<file path="src/rtl/runecho_pkg.sv">
package runecho_pkg;

  // Control requests sent to the datapath each clock.
  typedef struct packed {
    logic cntUp;
    logic cntDown;
    logic setReplay;
    logic clrReplay;
  } echoStrobes_t;

  // Datapath state summary seen by the control.
  typedef struct packed {
    logic isZero;
    logic isOne;
    logic isFull;
    logic replay;
  } echoStatus_t;

endpackage

</file>
<file path="src/rtl/runecho_datapath.sv">
module runecho_datapath
  import runecho_pkg::*;
#(
  parameter int CNT_W = 4
) (
  input  logic             clk,
  input  logic             rst,
  input  echoStrobes_t     strobes,
  output echoStatus_t      status,
  output logic [CNT_W-1:0] cntVal
);

  localparam logic [CNT_W-1:0] CNT_MAX = {CNT_W{1'b1}};
  localparam logic [CNT_W-1:0] CNT_ONE = {{(CNT_W-1){1'b0}}, 1'b1};

  logic [CNT_W-1:0] runCnt;
  logic             replayQ;

  // Up/down run-length counter
  always_ff @(posedge clk) begin
    if (rst) begin
      runCnt <= '0;
    end else if (strobes.cntUp) begin
      runCnt <= runCnt + CNT_ONE;
    end else if (strobes.cntDown) begin
      runCnt <= runCnt - CNT_ONE;
    end
  end

  // Replay lockout flag
  always_ff @(posedge clk) begin
    if (rst) begin
      replayQ <= 1'b0;
    end else if (strobes.setReplay) begin
      replayQ <= 1'b1;
    end else if (strobes.clrReplay) begin
      replayQ <= 1'b0;
    end
  end

  always_comb begin
    status.isZero = (runCnt == '0);
    status.isOne  = (runCnt == CNT_ONE);
    status.isFull = (runCnt == CNT_MAX);
    status.replay = replayQ;
  end

  assign cntVal = runCnt;

  // the control never asks for both directions at once
  strobe_excl_chk: assert property (@(posedge clk) disable iff (rst)
    $onehot0({strobes.cntUp, strobes.cntDown}));

  // set and clear of the replay flag never coincide
  replay_excl_chk: assert property (@(posedge clk) disable iff (rst)
    !(strobes.setReplay && strobes.clrReplay));

endmodule

</file>
<file path="src/rtl/runecho_ctrl.sv">
module runecho_ctrl
  import runecho_pkg::*;
(
  input  logic         bitIn,
  input  echoStatus_t  status,
  output echoStrobes_t strobes,
  output logic         echoOut
);

  always_comb begin
    strobes = '0;
    echoOut = 1'b0;
    if (status.replay) begin
      // Burst in progress: input ignored, count down to empty
      echoOut         = 1'b1;
      strobes.cntDown = 1'b1;
      if (status.isOne) begin
        strobes.clrReplay = 1'b1;
      end
    end else if (bitIn) begin
      // Run in progress: count up, hold at the top value
      if (!status.isFull) begin
        strobes.cntUp = 1'b1;
      end
    end else if (!status.isZero) begin
      // First zero after a run: start the burst in this clock
      echoOut         = 1'b1;
      strobes.cntDown = 1'b1;
      if (!status.isOne) begin
        strobes.setReplay = 1'b1;
      end
    end
  end

endmodule

</file>
<file path="src/rtl/runecho_top.sv">
module runecho_top
  import runecho_pkg::*;
#(
  parameter int CNT_W = 4
) (
  input  logic clk,
  input  logic rst,
  input  logic bitIn,
  output logic echoOut
);

  localparam logic [CNT_W-1:0] CNT_MAX = {CNT_W{1'b1}};
  localparam logic [CNT_W-1:0] CNT_ONE = {{(CNT_W-1){1'b0}}, 1'b1};

  echoStrobes_t     strobes;
  echoStatus_t      status;
  logic [CNT_W-1:0] cntVal;

  runecho_ctrl u_ctrl (
    .bitIn   (bitIn),
    .status  (status),
    .strobes (strobes),
    .echoOut (echoOut)
  );

  runecho_datapath #(.CNT_W(CNT_W)) u_dp (
    .clk     (clk),
    .rst     (rst),
    .strobes (strobes),
    .status  (status),
    .cntVal  (cntVal)
  );

  // a one with room left raises the count by one and keeps the output low
  count_up_chk: assert property (@(posedge clk) disable iff (rst)
    (bitIn && !status.replay && cntVal != CNT_MAX) |-> !echoOut ##1 (cntVal == $past(cntVal) + CNT_ONE));

  // a full count with more ones is held
  saturate_hold_chk: assert property (@(posedge clk) disable iff (rst)
    (bitIn && !status.replay && cntVal == CNT_MAX) |=> (cntVal == CNT_MAX));

  // during a burst the output stays high and the count falls whatever the input
  replay_drain_chk: assert property (@(posedge clk) disable iff (rst)
    status.replay |-> echoOut ##1 (cntVal == $past(cntVal) - CNT_ONE));

  // idle with an empty count gives no output and no change
  idle_quiet_chk: assert property (@(posedge clk) disable iff (rst)
    (!bitIn && !status.replay && cntVal == '0) |-> !echoOut ##1 (cntVal == '0));

  // the burst ends once the count leaves 1
  replay_end_chk: assert property (@(posedge clk) disable iff (rst)
    (status.replay && cntVal == CNT_ONE) |=> (!status.replay && cntVal == '0));

  // a zero after a stored run drives the output in that clock
  first_zero_chk: assert property (@(posedge clk) disable iff (rst)
    (!bitIn && cntVal != '0) |-> echoOut);

endmodule

</file>
<file path="config.mk">
export PLATFORM = sky130hd
export DESIGN_NAME = runecho_top
export DESIGN_NICKNAME = d
export VERILOG_FILES = /design/src/rtl/runecho_pkg.sv /design/src/rtl/runecho_datapath.sv /design/src/rtl/runecho_ctrl.sv /design/src/rtl/runecho_top.sv
export SDC_FILE = /design/constraint.sdc
export NUM_CORES = 1
export LEC_CHECK = 0
export ABC_AREA = 1
export BUFFER_PORTS_ARGS = -buffer_cell sky130_fd_sc_hd__buf_2
export CAP_MARGIN = 20
export CORE_AREA = 10 10 47 49
export CTS_CLUSTER_DIAMETER = 120
export DETAILED_ROUTE_END_ITERATION = 8
export DIE_AREA = 0 0 57 59
export PLACE_DENSITY = 0.41
export SYNTH_ARGS = -nofsm -noshare
export SYNTH_HDL_FRONTEND = slang
export SYNTH_SLANG_ARGS = --single-unit
</file>
<file path="constraint.sdc">
create_clock -name clk -period 2.7 [get_ports clk]
set_input_delay 0.27 -clock clk [delete_from_list [all_inputs] [get_ports clk]]
set_output_delay 0.27 -clock clk [all_outputs]
set_load 0.05 [all_outputs]
</file>
# Yosys cells after proc, flatten, opt, wreduce, memory -nomap -nowiden
# Cells that the tools add are included.
# totals
wordCells	26
output_inout_bits	1
inputBits	3
register_bits	5
# op_classes
add_sub_neg	2
reduce_logical	3
muxes	17
eq_ne	2
# ops
operator	count
two-way mux 1 bit	13
two-way mux 4 bit	2
adder 4 x 1 -> 4 bit, second input constant	1
equality test 4 x 1 -> 1 bit, second input constant	1
equality test 4 bit, second input constant	1
zero test 4 bit	1
two-way mux 2 bit	2
nonzero test 2 bit	2
subtractor 4 x 1 -> 4 bit, second input constant	1

# Longest topological paths before layout
# Gate-level depths: netlist of the first run.
# logic_depth
ltp_word	7
depth_mapped	10
ltp_nobuf	10

# By module
# A second synthesis of the first run with hierarchy kept.
# hier_totals
cells_unflattened	55
hier_area_um2	357.8
# by_module_without_submodules
mod	cells_each	n_inst	seq_area_each_um2	area_each_um2
runecho_datapath	43	1	100.1	302.8
runecho_ctrl	12	1	0.0	55.1

# Least setup slack after synthesis of the first run
# OpenSTA, ideal clock, no wires.
# synth_timing
path_kind	flip-flop to flip-flop
from	register u_dp.runCnt[0] (netlist: u_dp.cntVal[0])
to	register u_dp.runCnt[3] (netlist: u_dp.cntVal[3])
n_path_buf	0
path_slack_ps	782
period_less_slack_ps	1918
t_required_ps	2644
arrival_ps	1862
setup_ps	56
path_stages_with_launch	10
cell_sequence	dfxtp_1 > inv_1 > ha_1 > inv_1 > nor2_1 > a21oi_1 > nand2_1 > nand3_1 > nand2_1 > inv_1
# synth_via
elab_chain_len	5
elab_cells_between_ends	13
cone_classes	add/sub: 2; eq/ne: 1; mux: 8; reduce/logical: 2
# synth_lines
element	line	text
from (decl)	runecho_datapath.sv:16	logic [CNT_W-1:0] runCnt;
from (signal assigned)	runecho_datapath.sv:24	runCnt <= runCnt + CNT_ONE;
from (signal assigned)	runecho_datapath.sv:26	runCnt <= runCnt - CNT_ONE;
equality test 4 bit or zero test 4 bit (tied branches)	runecho_datapath.sv:44, runecho_datapath.sv:42	
two-way mux 1 bit or two-way mux 2 bit (tied branches)	runecho_ctrl.sv:22, runecho_ctrl.sv:25	
two-way mux 1 bit or two-way mux 2 bit (tied branches)	runecho_ctrl.sv:20	end else if (bitIn) begin
two-way mux 1 bit	runecho_ctrl.sv:13	if (status.replay) begin
two-way mux 4 bit or nonzero test 2 bit (tied branches)	--	
# Several ways; a longest one is shown, not always the timed one. The select of a mux whose other input is x is not followed.
# A chain may end at the register's enable or synchronous reset.

# Worst setup path in the final report of the first run
# layout_timing
from	register u_dp.runCnt[0] (netlist: u_dp.cntVal[0])
to	output echoOut
# layout_via
elab_chain_len	4
# layout_lines
element	line	text
zero test 4 bit	runecho_datapath.sv:42	status.isZero = (runCnt == '0);
two-way mux 1 bit	runecho_ctrl.sv:25	end else if (!status.isZero) begin
two-way mux 1 bit	runecho_ctrl.sv:20	
two-way mux 1 bit	runecho_ctrl.sv:13	
to (decl)	runecho_top.sv:9	output logic echoOut
# No other way between the ends.

==> results of run 1 <==
flip-flops by register name, summed over array words and instances, names as in the netlist:
register      cells
u_dp.replayQ      1
u_dp.cntVal       4
how the worst max path moves through the flow:
stage / endpoint / slack (ns) / cells past startpoint
2_1_floorplan: u_dp.cntVal[3] / 0.78 / 9
3_3_place_gp: echoOut / 1.04 / 6
3_5_place_dp: echoOut / 1.08 / 6
4_1_cts: echoOut / 0.82 / 6
5_1_grt: echoOut / 0.63 / 6
6_report: echoOut / 0.86 / 6
worst register-to-register path, delay by kind of cell (launching register included):
kind | cells | cell delay, ns
simple gates | 6 | 0.46
flops | 1 | 0.42
fa+ha+maj | 1 | 0.23
buf+inv | 3 | 0.20
synthesized netlist by cell type:
library cell	n	area, um^2
dfxtp_1	5	100
o21ai_1	2	10.0
buf_4	1	7.51
nor2_1	10	37.5
a211oi_1	1	7.51
nand3_1	5	25.0
o21ai_2	1	8.76
o21ai_0	1	5.00
or2_0	1	6.26
inv_2	1	3.75
nand4_1	2	12.5
nand2_1	14	52.6
nor2_2	1	6.26
a21oi_1	1	5.00
inv_1	11	41.3
nand2_2	3	18.8
ha_1	3	37.5
metal layers:
metal | vias to the layer above | GRT usage | share of wire
met4 | 0 | 0 | 0
li1 | 205 | - | -
met3 | 0 | 0.0472 | 0.077
met5 | - | 0 | 0
met2 | 5 | 0.0853 | 0.47
met1 | 154 | 0.0592 | 0.45
cell families (layout without fill, tap and decap cells):
| group | after synthesis | after routing | share of synthesized area |
|---|---|---|---|
| AO/OA/AOI/OAI | 6 | 6 | 0.0941 |
| adder cells (fa/ha/maj) | 3 | 3 | 0.0974 |
| buffers and inverters | 13 | 19 | 0.136 |
| flip-flops | 5 | 5 | 0.260 |
| AND/OR/NAND/NOR | 36 | 36 | 0.412 |
power by group through the flow:
stage | registers, mW | logic (mW) | clock network, mW
global placement | 0.172 | 0.332 | 0
detailed placement | 0.170 | 0.327 | 0
CTS | 0.168 | 0.329 | 0.0899
floorplan | 0.141 | 0.294 | 0
global route | 0.181 | 0.385 | 0.0956
finish | 0.169 | 0.320 | 0.0858
layout make-up:
cell class                      instances  area, um^2
Clock buffer                            4        26.3
Fill cell                             163         962
Inverter                               12        45.0
Multi-Input combinational cell         45         233
Sequential cell                         5         100
Tap cell                               16        20.0
Timing Repair Buffer                    3        15.0
placed cells by master, fill, tap and decap left out, types with 2 or more instances in the layout:
cell and count:
dfxtp_1 5, nor2_1 10, inv_1 11, ha_1 3
nand4_1 2, nand2_1 14, buf_2 3, nand2_2 3
o21ai_1 2, clkbuf_4 3, nand3_1 5
==> impl_metrics.tcl, run 1 <==
set metrics [dict create \
    drc 0 \
    setup_viol 0 \
    post_cts_buffers 0 \
    power.density_nw_per_um2 1310 \
    nets 76 \
    crit_top_cell "inv_1" \
    r2r_slack_ns 1.29 \
    first_iter_violations 8 \
    status "finished, final reports clean" \
    dr.pass1.iters 3 \
    grt_max_degree 12 \
    track_usage 0.0548 \
    place_ws_ns 1.08 \
    synth_area_um2 385 \
    drtAntennaViolNets 0 \
    synth_cells 63 \
    cts_tree "built" \
    via_per_inst 4.28 \
    endpoint_kind "primary output" \
    required_ns 2.43 \
    cts_buffers 3 \
    cp_max_fo 7 \
    syn-num-nets 69 \
    ys_ff_latch 5 \
    globalplace.congestion 0.709 \
    p_int_uw 281 \
    grt_pass1_vias 362 \
    post-route-util 0.313 \
    cpLargestDelayFamily "buffers and inverters" \
    grt_pass1_wl_um 1490 \
    io_buffers 3 \
    swShare 0.512 \
    cts-root-buf "clkbuf_4" \
    p_leak_nw 0.236 \
    crit_start "u_dp.cntVal[0]" \
    crit_arrival_ns 1.57 \
    coreArea_um2 1400 \
    r2r_start "u_dp.cntVal[0]" \
    die_x_um 57 \
    crit_type "flop to primary output" \
    cts.sinks 5 \
    period_minus_slack_ns 1.84 \
    postRouteWirelength_um 762 \
    syn_area_per_cell_um2 6.12 \
    cts.clk_slew.worst_paths_ns 0.04 \
    clock_power_share 0.149 \
    htreeDepth 1 \
    critPathBufInv 3 \
    cp-start-kind "flop" \
    std_cell_rows 14 \
    seq_power_share 0.294 \
    p_total_uw 575 \
    start_util 0.275 \
    fmax_mhz 544 \
    rsz0062_at_grt "false" \
    place_inst 81 \
    synth_seq_area_share 0.260 \
    hold_start "rst" \
    cap_violations 0 \
    drive_gt1_frac 0.174 \
    grt-ovfl-total 0 \
    r2r_end "u_dp.cntVal[2]" \
    die_h_um 59 \
    placed_area_um2 413 \
    cp_slowest_stage_delay_ns 0.42 \
    combPwrFrac 0.557 \
    ctsHoldBuffers 0 \
    r2r_cells 10 \
    fin_area_um2 439 \
    clk_path_buf_depth 2 \
    ios 4 \
    wl_per_cell_um 8.96 \
    tns_ns 0 \
    worst_hold_slack_ns 0.206 \
    whs_path_depth 2 \
    min_path_type "primary input to flop" \
    hold_viol 0 \
    worst_pin_slew_ns 0.374 \
    peakVddDrop_mv 0.356 \
    vias 364 \
    cpMaxStageDelayCell "dfxtp_1" \
    slew_headroom 0.751 \
    instances_no_fill 85 \
    worstHoldEndpoint "u_dp.replayQ" \
    diodes 0 \
    dp_hpwl_um 621 \
    finalWorstSetupSlack_ns 0.861 \
    worstPathCellList "inv_1, ha_1, inv_1, nor2_1, a21oi_1, buf_2" \
    synth_cell_type_count 17 \
    antenna_found_initial 0 \
    die_area_um2 3360 \
    finClkSkew_ns 0.00242 \
    power.net_switching_uw 295 \
    clk_latency_ns 0.24 \
    finalCritPeriodShare 0.681 \
    cts.repair.resized 0 \
    areaGrowthSynthToFinish_pct 14.0 \
    drv_slew 0 \
    yosys_warnings 0 \
]
Note: power is estimated with default switching activity, not from simulation.
==> run 2: changes to the inputs <==
--- a/config.mk
+++ b/config.mk
@@ -5,14 +5,14 @@
 export SDC_FILE = /design/constraint.sdc
 export NUM_CORES = 1
 export LEC_CHECK = 0
-export ABC_AREA = 1
+export ABC_AREA = 0
 export BUFFER_PORTS_ARGS = -buffer_cell sky130_fd_sc_hd__buf_2
 export CAP_MARGIN = 20
 export CORE_AREA = 10 10 47 49
 export CTS_CLUSTER_DIAMETER = 120
 export DETAILED_ROUTE_END_ITERATION = 8
 export DIE_AREA = 0 0 57 59
-export PLACE_DENSITY = 0.41
+export PLACE_DENSITY = 0.4
 export SYNTH_ARGS = -nofsm -noshare
 export SYNTH_HDL_FRONTEND = slang
 export SYNTH_SLANG_ARGS = --single-unit
==> constraint.sdc (replaced) <==
create_clock -name clk -period 1.85 [get_ports clk]
set_input_delay 0.185 -clock clk [delete_from_list [all_inputs] [get_ports clk]]
set_output_delay 0.185 -clock clk [all_outputs]
set_load 0.05 [all_outputs]
==> run 2 against run 1 <==
  * Final cell count shrank 22%
  * Global-route usage about the same
  * Hold slack lost 0.039 ns
  * First-iteration DRC count decreased by 50%
  * Critical path type unchanged
  * Register-to-register slack worse by 0.94 ns
  * Sequential share of layout area rose by 0.69 points
==> impl_metrics.tcl, run 2 <==
set metrics [dict create \
    min_path_type "primary input to flop" \
    endpoint_kind "primary output" \
    tns_ns 0 \
    dr.pass1.iters 5 \
    grt-ovfl-total 0 \
    combPwrFrac 0.548 \
    globalplace.congestion 0.728 \
    post-route-util 0.308 \
    die_x_um 57 \
    synth_area_um2 378 \
    fmax_mhz 575 \
    peakVddDrop_mv 0.958 \
    dp_hpwl_um 635 \
    ys_ff_latch 5 \
    grt_max_degree 10 \
    cts_tree "built" \
    via_per_inst 5.20 \
    seq_area_um2 101 \
    syn-num-nets 51 \
    cts_buffers 3 \
    start_util 0.270 \
    grt_pass1_wl_um 1390 \
    synth_cell_type_count 27 \
    worst_pin_slew_ns 0.351 \
    p_leak_nw 0.182 \
    final_cell_mix "nor3_1, nor2_1, dfxtp_1" \
    seq_power_share 0.295 \
    ios 4 \
    synth_area_leader_cell "dfxtp_1" \
    coreArea_um2 1400 \
    required_ns 1.66 \
    status "finished, final reports clean" \
    finClkSkew_ns 0.0107 \
    drive_gt1_frac 0.280 \
    crit_arrival_ns 1.55 \
    diodes 0 \
    synth_ff_type "dfxtp_1" \
    yosys-top-cells-count "dfxtp_1, nor3_1, nor2_1" \
    clk_latency_ns 0.25 \
    drtAntennaViolNets 0 \
    place_inst 62 \
    grt_pass1_vias 342 \
    cp_max_fo 5 \
    largest_reg_flops 4 \
    hold_viol 0 \
    rsz0062_at_grt "false" \
    synth_cells 45 \
    wl_per_cell_um 12.3 \
    crit_type "flop to primary output" \
    antenna_found_initial 0 \
    setup_viol 0 \
    ys_async_sr_fraction 0 \
    fillers 150 \
    areaGrowthSynthToFinish_pct 14.2 \
    io_buffers 3 \
    std_cell_rows 14 \
    drc 0 \
    vias 343 \
    clock_power_share 0.157 \
    cp-start-kind "flop" \
    p_int_uw 452 \
    synth_edf_count 0 \
    finalCritPeriodShare 0.939 \
    first_iter_violations 4 \
    cts-root-buf "clkbuf_4" \
    cts.sinks 5 \
    htreeDepth 1 \
    cts.clk_slew.worst_paths_ns 0.05 \
    period_minus_slack_ns 1.74 \
    instances_no_fill 66 \
    synth_top_area_frac 0.265 \
    swShare 0.451 \
    die_h_um 59 \
    nets 57 \
    yosys_warnings 0 \
    multi_input_area_um2 254 \
    die_area_um2 3360 \
    power.density_nw_per_um2 1910 \
    syn_area_per_cell_um2 8.40 \
    power.net_switching_uw 372 \
    postRouteWirelength_um 815 \
    netlist_top_cells_area "dfxtp_1, ha_1, nor3_1" \
    synth_seq_area_share 0.265 \
    slew_headroom 0.760 \
    post_cts_buffers 0 \
    clk_path_buf_depth 2 \
    layout_commonest_cell "nor3_1" \
    drv_slew 0 \
    cap_violations 0 \
    track_usage 0.0544 \
]
==> run 2: cell count changes after synthesis, moves of 2 or more <==
cell     delta
nor2_1      -6
nand4_1     -2
nand2_2     -3
nand2_1    -14
inv_1       -8
nand3_1     -2
nor3_1      +5
==> run 2: power groups by stage <==
stage               sequential, mW  clock (mW)  combinational, mW
finish                       0.243       0.130              0.451
global route                 0.254       0.153              0.501
CTS                          0.240       0.134              0.453
floorplan                    0.207           0              0.398
detailed placement           0.242           0              0.441
global placement             0.237           0              0.427
==> run 2: per-stage QoR <==
stage | setup WS (ns) | power [mW] | hold WS, ns | cell area (um^2)
floorplan | 0.154 | 0.605 | 0.258 | 378
global route | 0.00506 | 0.908 | 0.161 | 432
CTS | 0.0392 | 0.827 | 0.173 | 430
finish | 0.112 | 0.824 | 0.167 | 432
global placement | 0.294 | 0.664 | 0.437 | 400
detailed placement | 0.260 | 0.683 | 0.439 | 400
==> run 2: cell type report <==
class                      instances  area share
clock buffer                       3      0.0522
clock inverter                     1      0.0116
inverter                           3      0.0261
multi-input combinational         35       0.588
sequential                         5       0.235
tap                               16      0.0464
timing repair buffer               3      0.0406
==> run 2: path summary, 6_finish.rpt <==
kind	from	to	slack, ns	depth (start not counted)
setup / recovery	u_dp.cntVal[1]	echoOut	0.11	5
hold / removal	rst	u_dp.cntVal[0]	0.17	2
setup reg to reg	u_dp.cntVal[1]	u_dp.cntVal[1]	0.35	6
hold reg to reg	u_dp.cntVal[1]	u_dp.cntVal[1]	0.56	2
==> run 2: cell families (layout without fill, tap and decap cells) <==
group	Yosys count	after routing	synth area share
compound gates	11	11	0.202
fa+ha+maj	3	3	0.0993
buf+inv	5	10	0.0629
flops	5	5	0.265
mux	1	1	0.0298
simple gates	20	20	0.341
==> run 2: per-layer routing <==
layer | wire length (um) | GRT usage
met1 | 343 | 0.0474
met2 | 386 | 0.0899
met3 | 80 | 0.0536
met4 | 6 | 0.0101
met5 | 0 | 0
==> run 2: what timing repair did <==
action	4_1_cts	5_1_grt
setup endpoints to repair	1	1
resized for setup	1	1
hold buffers	0	0
pin swaps	0	0
==> run 2: worst max-delay path, cell delays in order, from the launching register on <==
cell	delay (ns)
dfxtp_1	0.37
inv_1	0.10
ha_1	0.23
nor4b_4	0.15
nor2_2	0.21
buf_4	0.24
